## config.mk

```make
export PLATFORM = sky130hd
export DESIGN_NAME = adc_serial_port
export DESIGN_NICKNAME = d
export VERILOG_FILES = /design/src/rtl/adc_port_pkg.sv /design/src/rtl/adc_dclk_edge.sv /design/src/rtl/adc_conv_timer.sv /design/src/rtl/adc_shift_out.sv /design/src/rtl/adc_serial_port.sv
export SDC_FILE = /design/constraint.sdc
export NUM_CORES = 1
export LEC_CHECK = 0
export ABC_AREA = 1
export BUFFER_PORTS_ARGS = -buffer_cell sky130_fd_sc_hd__buf_2
export CAP_MARGIN = 20
export CORE_MARGIN = 4
export CORE_UTILIZATION = 45
export DETAILED_ROUTE_END_ITERATION = 16
export MAX_ROUTING_LAYER = met4
export PLACE_DENSITY = 0.69
export SLEW_MARGIN = 25
export SYNTH_ARGS = -nofsm -noshare
export SYNTH_HDL_FRONTEND = slang
export SYNTH_SLANG_ARGS = --single-unit
```

## constraint.sdc

```tcl
create_clock -name clk -period 2.8 [get_ports clk]
set_clock_uncertainty 0.05 [all_clocks]
set_input_delay 0.56 -clock clk [delete_from_list [all_inputs] [get_ports clk]]
set_output_delay 0.56 -clock clk [all_outputs]
set_load 0.01 [all_outputs]
```

## src/rtl/adc_port_pkg.sv

```systemverilog
package adc_port_pkg;

    localparam int WORD_W_DEF      = 16;
    localparam int CONV_CYCLES_DEF = 40;
    localparam int SYNC_STAGES_DEF = 2;

    typedef enum logic [1:0] {
        RD_IDLE,
        RD_MARK,
        RD_SHIFT,
        RD_DONE
    } rd_state_e;

    typedef struct packed {
        logic data;
        logic mark;
    } pin_drive_t;

    localparam pin_drive_t PINS_QUIET = '{data: 1'b0, mark: 1'b0};

    function automatic logic read_enabled(input logic cs_n, input logic rd_conv);
        return !cs_n && rd_conv;
    endfunction

    function automatic logic arm_window(input logic cs_n, input logic rd_conv);
        return cs_n || !rd_conv;
    endfunction

    function automatic logic conv_request(input logic cs_n, input logic rd_conv,
                                          input logic rd_conv_q);
        return !cs_n && !rd_conv && rd_conv_q;
    endfunction

endpackage

```

## src/rtl/adc_dclk_edge.sv

```systemverilog
module adc_dclk_edge #(
    parameter int STAGES = 2
) (
    input  logic clk,
    input  logic rst,
    input  logic dclk_in,
    output logic rise
);
    logic [STAGES:0] pipe;

    always_ff @(posedge clk) begin
        if (rst) begin
            pipe <= '0;
        end else begin
            pipe <= {pipe[STAGES-1:0], dclk_in};
        end
    end

    assign rise = pipe[STAGES-1] & ~pipe[STAGES];
endmodule

```

## src/rtl/adc_conv_timer.sv

```systemverilog
module adc_conv_timer #(
    parameter int WORD_W      = 16,
    parameter int CONV_CYCLES = 40
) (
    input  logic              clk,
    input  logic              rst,
    input  logic              start,
    input  logic [WORD_W-1:0] sample_in,
    output logic              busy,
    output logic [WORD_W-1:0] result
);
    localparam int CNT_W = $clog2(CONV_CYCLES + 1);

    logic [CNT_W-1:0] remain;

    always_ff @(posedge clk) begin
        if (rst) begin
            busy   <= 1'b1;
            remain <= '0;
            result <= '0;
        end else if (busy) begin
            if (start) begin
                busy   <= 1'b0;
                remain <= CNT_W'(CONV_CYCLES - 1);
            end
        end else if (remain == '0) begin
            busy   <= 1'b1;
            result <= sample_in;
        end else begin
            remain <= remain - 1'b1;
        end
    end
endmodule

```

## src/rtl/adc_shift_out.sv

```systemverilog
module adc_shift_out
    import adc_port_pkg::*;
#(
    parameter int WORD_W = 16
) (
    input  logic              clk,
    input  logic              rst,
    input  logic              rise,
    input  logic              rd_en,
    input  logic              arm_win,
    input  logic [WORD_W-1:0] word,
    output logic              data_out,
    output logic              sync_out
);
    localparam int CW = $clog2(WORD_W + 1);

    rd_state_e         state;
    logic              armed;
    logic [WORD_W-1:0] shreg;
    logic [CW-1:0]     sent;
    pin_drive_t        pins;

    always_ff @(posedge clk) begin
        if (rst) begin
            state <= RD_IDLE;
            armed <= 1'b0;
            shreg <= '0;
            sent  <= '0;
            pins  <= PINS_QUIET;
        end else begin
            if (rise && arm_win) begin
                armed <= 1'b1;
            end
            if (!rd_en) begin
                state <= RD_IDLE;
                sent  <= '0;
                pins  <= PINS_QUIET;
            end else if (rise) begin
                case (state)
                    RD_IDLE: begin
                        if (armed) begin
                            armed <= 1'b0;
                            shreg <= word;
                            pins  <= '{data: 1'b0, mark: 1'b1};
                            state <= RD_MARK;
                        end else begin
                            shreg <= word << 1;
                            sent  <= CW'(1);
                            pins  <= '{data: word[WORD_W-1], mark: 1'b0};
                            state <= RD_SHIFT;
                        end
                    end
                    RD_MARK: begin
                        shreg <= shreg << 1;
                        sent  <= CW'(1);
                        pins  <= '{data: shreg[WORD_W-1], mark: 1'b0};
                        state <= RD_SHIFT;
                    end
                    RD_SHIFT: begin
                        if (sent == CW'(WORD_W)) begin
                            pins  <= PINS_QUIET;
                            state <= RD_DONE;
                        end else begin
                            shreg <= shreg << 1;
                            sent  <= sent + 1'b1;
                            pins  <= '{data: shreg[WORD_W-1], mark: 1'b0};
                        end
                    end
                    default: begin
                        pins <= PINS_QUIET;
                    end
                endcase
            end
        end
    end

    assign data_out = pins.data;
    assign sync_out = pins.mark;
endmodule

```

## src/rtl/adc_serial_port.sv

```systemverilog
module adc_serial_port
    import adc_port_pkg::*;
#(
    parameter int WORD_W      = WORD_W_DEF,
    parameter int CONV_CYCLES = CONV_CYCLES_DEF,
    parameter int SYNC_STAGES = SYNC_STAGES_DEF
) (
    input  logic              clk,
    input  logic              rst,
    input  logic              cs_n,
    input  logic              rd_conv,
    input  logic              dclk,
    input  logic [WORD_W-1:0] sample_in,
    output logic              data_out,
    output logic              sync_out,
    output logic              busy
);
    logic              rd_conv_q;
    logic              dclk_rise;
    logic              conv_start;
    logic [WORD_W-1:0] result;

    always_ff @(posedge clk) begin
        if (rst) begin
            rd_conv_q <= 1'b1;
        end else begin
            rd_conv_q <= rd_conv;
        end
    end

    assign conv_start = conv_request(cs_n, rd_conv, rd_conv_q);

    adc_dclk_edge #(.STAGES(SYNC_STAGES)) u_edge (
        .clk     (clk),
        .rst     (rst),
        .dclk_in (dclk),
        .rise    (dclk_rise)
    );

    adc_conv_timer #(.WORD_W(WORD_W), .CONV_CYCLES(CONV_CYCLES)) u_timer (
        .clk       (clk),
        .rst       (rst),
        .start     (conv_start),
        .sample_in (sample_in),
        .busy      (busy),
        .result    (result)
    );

    adc_shift_out #(.WORD_W(WORD_W)) u_shift (
        .clk      (clk),
        .rst      (rst),
        .rise     (dclk_rise),
        .rd_en    (read_enabled(cs_n, rd_conv)),
        .arm_win  (arm_window(cs_n, rd_conv)),
        .word     (result),
        .data_out (data_out),
        .sync_out (sync_out)
    );
endmodule

```

==> out/results.txt <==
Unrepaired setup endpoints after global routing = false
GRT Total Usage = 0.155
Worst setup EP type = register
Final non-filler cell total = 475
Ordered cell list for the critical path = inv_1, ha_1, buf_4, nand2_1, o21ai_0, nand3_1, a21oi_1
Filler cell count = 590
H-tree depth = 2
Max Slew Vio Count = 0
Final setup viols = 0
Clock Sinks = 53
Actual slew at the worst max-slew pin = 0.656 ns
CTS buffer count = 5
Placed cells = 467
Fin. Hold Viols = 0
Pwr Density = 490 nW/um^2
NumNets Final = 429
Slowest CP cell = ha_1
Tcrit/Tclk final = 0.701
Routability cong. = 0.772
I/O pin count = 24
Int Pwr = 0.00108 W
CTS tree = yes
Synth Instances = 384
Initial DRT Pass Iterations = 4
Sequential-to-total area share from yosys stat = 0.389
Maximum VDD drop = 0.262 mV
Rel. slew slack = 0.563
Post-DRT Antenna Nets = 0
Via Count = 2,379
Crit start category = register
Maxcap violations = 0
Die Ht = 85.8 um
Routed WL = 5360 um
Share of layout cells above drive strength 1 = 0.148
Sequential Power Share = 0.556
CP required = 2.98 ns
Post-synth cell types = 30
Avg Vias per Cell = 5.01
Clock share of power = 0.320
LEAKAGE = 1.10 nW
#FFs+latches synth = 53
Mapped cell area = 2730 sq um
Initial DRC Count = 91
Core footprint = 5890 sq um
Antenna diodes = 0
Detail Placement HPWL = 3790 um
Largest net degree at the start of global routing = 36
Setup TNS = 0 ns
Net Sw Power = 0.000373 W
Die area = 7370 sq um
Crit path time final = 1.96 ns
Setup Crit Path Kind = reg -> reg
Result of the run = finished, final reports clean
Max stage delay on crit path = 0.72 ns
Critical Path AT = 2.15 ns
Post-CTS Setup Repair Bufs = 0
Root Driver = clkbuf_8
HP Class = reg -> reg
Post_cts resized = 0
Peak Freq = 0.509 GHz
Avg Inst Size Synth = 7.10 sq um
Most common cell after layout, fill and taps aside = nand2_1
Row count = 28
Clk_lat worst skew = 0.30 ns
Die W = 85.8 um
Synth warn = 0
Net Sw Frac = 0.257
Area Overhead vs Synth = 8.45%
Vias in the first global route = 2,129
First-pass GRT wire length = 9150 um
Clock transition at path regs = 0.09 ns
DRC violations left = 0
Net Count, Synth = 414
Largest fanout on the critical path = 24
GR Overflow Total = 0
Overall power = 0.00145 W
Hold_buf cts = 0
Drt wl/cell = 11.3 um
Commonest non-fill, non-tap cells in the layout = 92 x nand2_1, 53 x dfxtp_1, 50 x o21ai_0
Starting density of the core = 0.463
Logic pwr share = 0.124
# port buffers = 23
Bufs on Longest Clock Path = 2
Antenna violations before repair = 0
==> metal layers <==
metal	vias to the layer above	global-route usage	wire, um	part of all wire
met4	0	0.0475	57	0.011
met5	-	-	0	0
met2	32	0.254	2520	0.47
met1	1075	0.199	2600	0.48
li1	1266	-	-	-
met3	6	0.0240	187	0.035
==> through the flow <==
step | hold WS (ns) | area [sq um] | util | worst slack [ns]
4_1_cts | 0.381 | 2960 | 0.502 | 0.863
2_1_floorplan | 0.338 | 2730 | - | 1.33
6_report | 0.378 | 2960 | 0.502 | 0.836
5_1_grt | 0.403 | 2960 | 0.502 | 0.651
3_3_place_gp | 0.339 | 2850 | 0.485 | 0.959
3_5_place_dp | 0.371 | 2850 | 0.485 | 0.897
==> area by class of cell <==
| type | instances | area, sq um | share of cell area |
|---|---|---|---|
| well taps | 75 | 93.8 | 0.0318 |
| clock inverters | 1 | 5.00 | 0.00169 |
| flip-flops and latches | 53 | 1060 | 0.359 |
| repair buffers | 27 | 145 | 0.0491 |
| inverters | 47 | 181 | 0.0614 |
| multi-input cells | 265 | 1370 | 0.464 |
| clock buffers | 7 | 96.3 | 0.0326 |
==> worst max-delay path: cells and delay by family (launching register included) <==
| family | cells | cell delay, ns |
|---|---|---|
| simple gates | 2 | 0.14 |
| compound gates | 2 | 0.21 |
| flops | 1 | 0.42 |
| fa+ha+maj | 1 | 0.72 |
| buf+inv | 2 | 0.35 |
==> logic make-up after synthesis <==
family          share of synthesized area
fa+ha+maj                          0.0413
simple gates                        0.260
compound gates                      0.199
xor+xnor                          0.00321
buf+inv                             0.107
flops                               0.389
==> flip-flops by register name (all words and copies together) (netlist names) <==
name,cells
u_timer.result,16
u_edge.pipe,3
u_shift.state,2
u_shift.data_out,1
u_timer.busy,1
u_shift.sent,5
u_shift.armed,1
u_shift.sync_out,1
u_timer.remain,6
rd_conv_q,1
u_shift.shreg,16
==> cells in the mapped netlist <==
cell	n	area [sq um]
buf_6	1	11.3
o21ai_0	50	250
a21oi_1	37	185
a21oi_2	10	87.6
nand3_1	27	135
dfxtp_1	53	1060
o21bai_1	2	15.0
nand2_8	1	20.0
nor2_2	2	12.5
inv_1	45	169
nand2_2	3	18.8
buf_12	1	20.0
nand4_1	3	18.8
xnor2_1	1	8.76
inv_6	1	8.76
nor2_4	2	22.5
nor3_1	2	10.0
nand4_2	1	12.5
nand3_2	1	10.0
nor2_8	1	20.0
nor2_1	19	71.3
nand2_4	1	11.3
o21ai_1	1	5.00
inv_2	1	3.75
clkbuf_2	1	5.00
buf_2	5	25.0
buf_4	2	15.0
nand2_1	92	345
ha_1	9	113
clkbuf_1	9	33.8
==> power groups by stage <==
stage | registers (W) | clock network, W | logic (W)
final | 0.000806 | 0.000463 | 0.000180
after global routing | 0.000811 | 0.000506 | 0.000208
after CTS | 0.000806 | 0.000476 | 0.000181
after detailed placement | 0.000823 | 0 | 0.000180
after global placement | 0.000823 | 0 | 0.000178
after floorplan | 0.000817 | 0 | 0.000140
==> final timing paths <==
path	slack (ns)	from	end	cells after the start
setup / recovery	0.84	u_shift.state[0]$_SDFFE_PP0P_	u_shift.shreg[1]$_SDFFE_PP0P_	7
hold / removal	0.38	u_edge.pipe[0]$_SDFF_PP0_	u_edge.pipe[1]$_SDFF_PP0_	2
setup reg to reg	0.84	u_shift.state[0]$_SDFFE_PP0P_	u_shift.shreg[1]$_SDFFE_PP0P_	7
hold reg to reg	0.38	u_edge.pipe[0]$_SDFF_PP0_	u_edge.pipe[1]$_SDFF_PP0_	2
No activity file was read; power rests on OpenSTA's default activity.
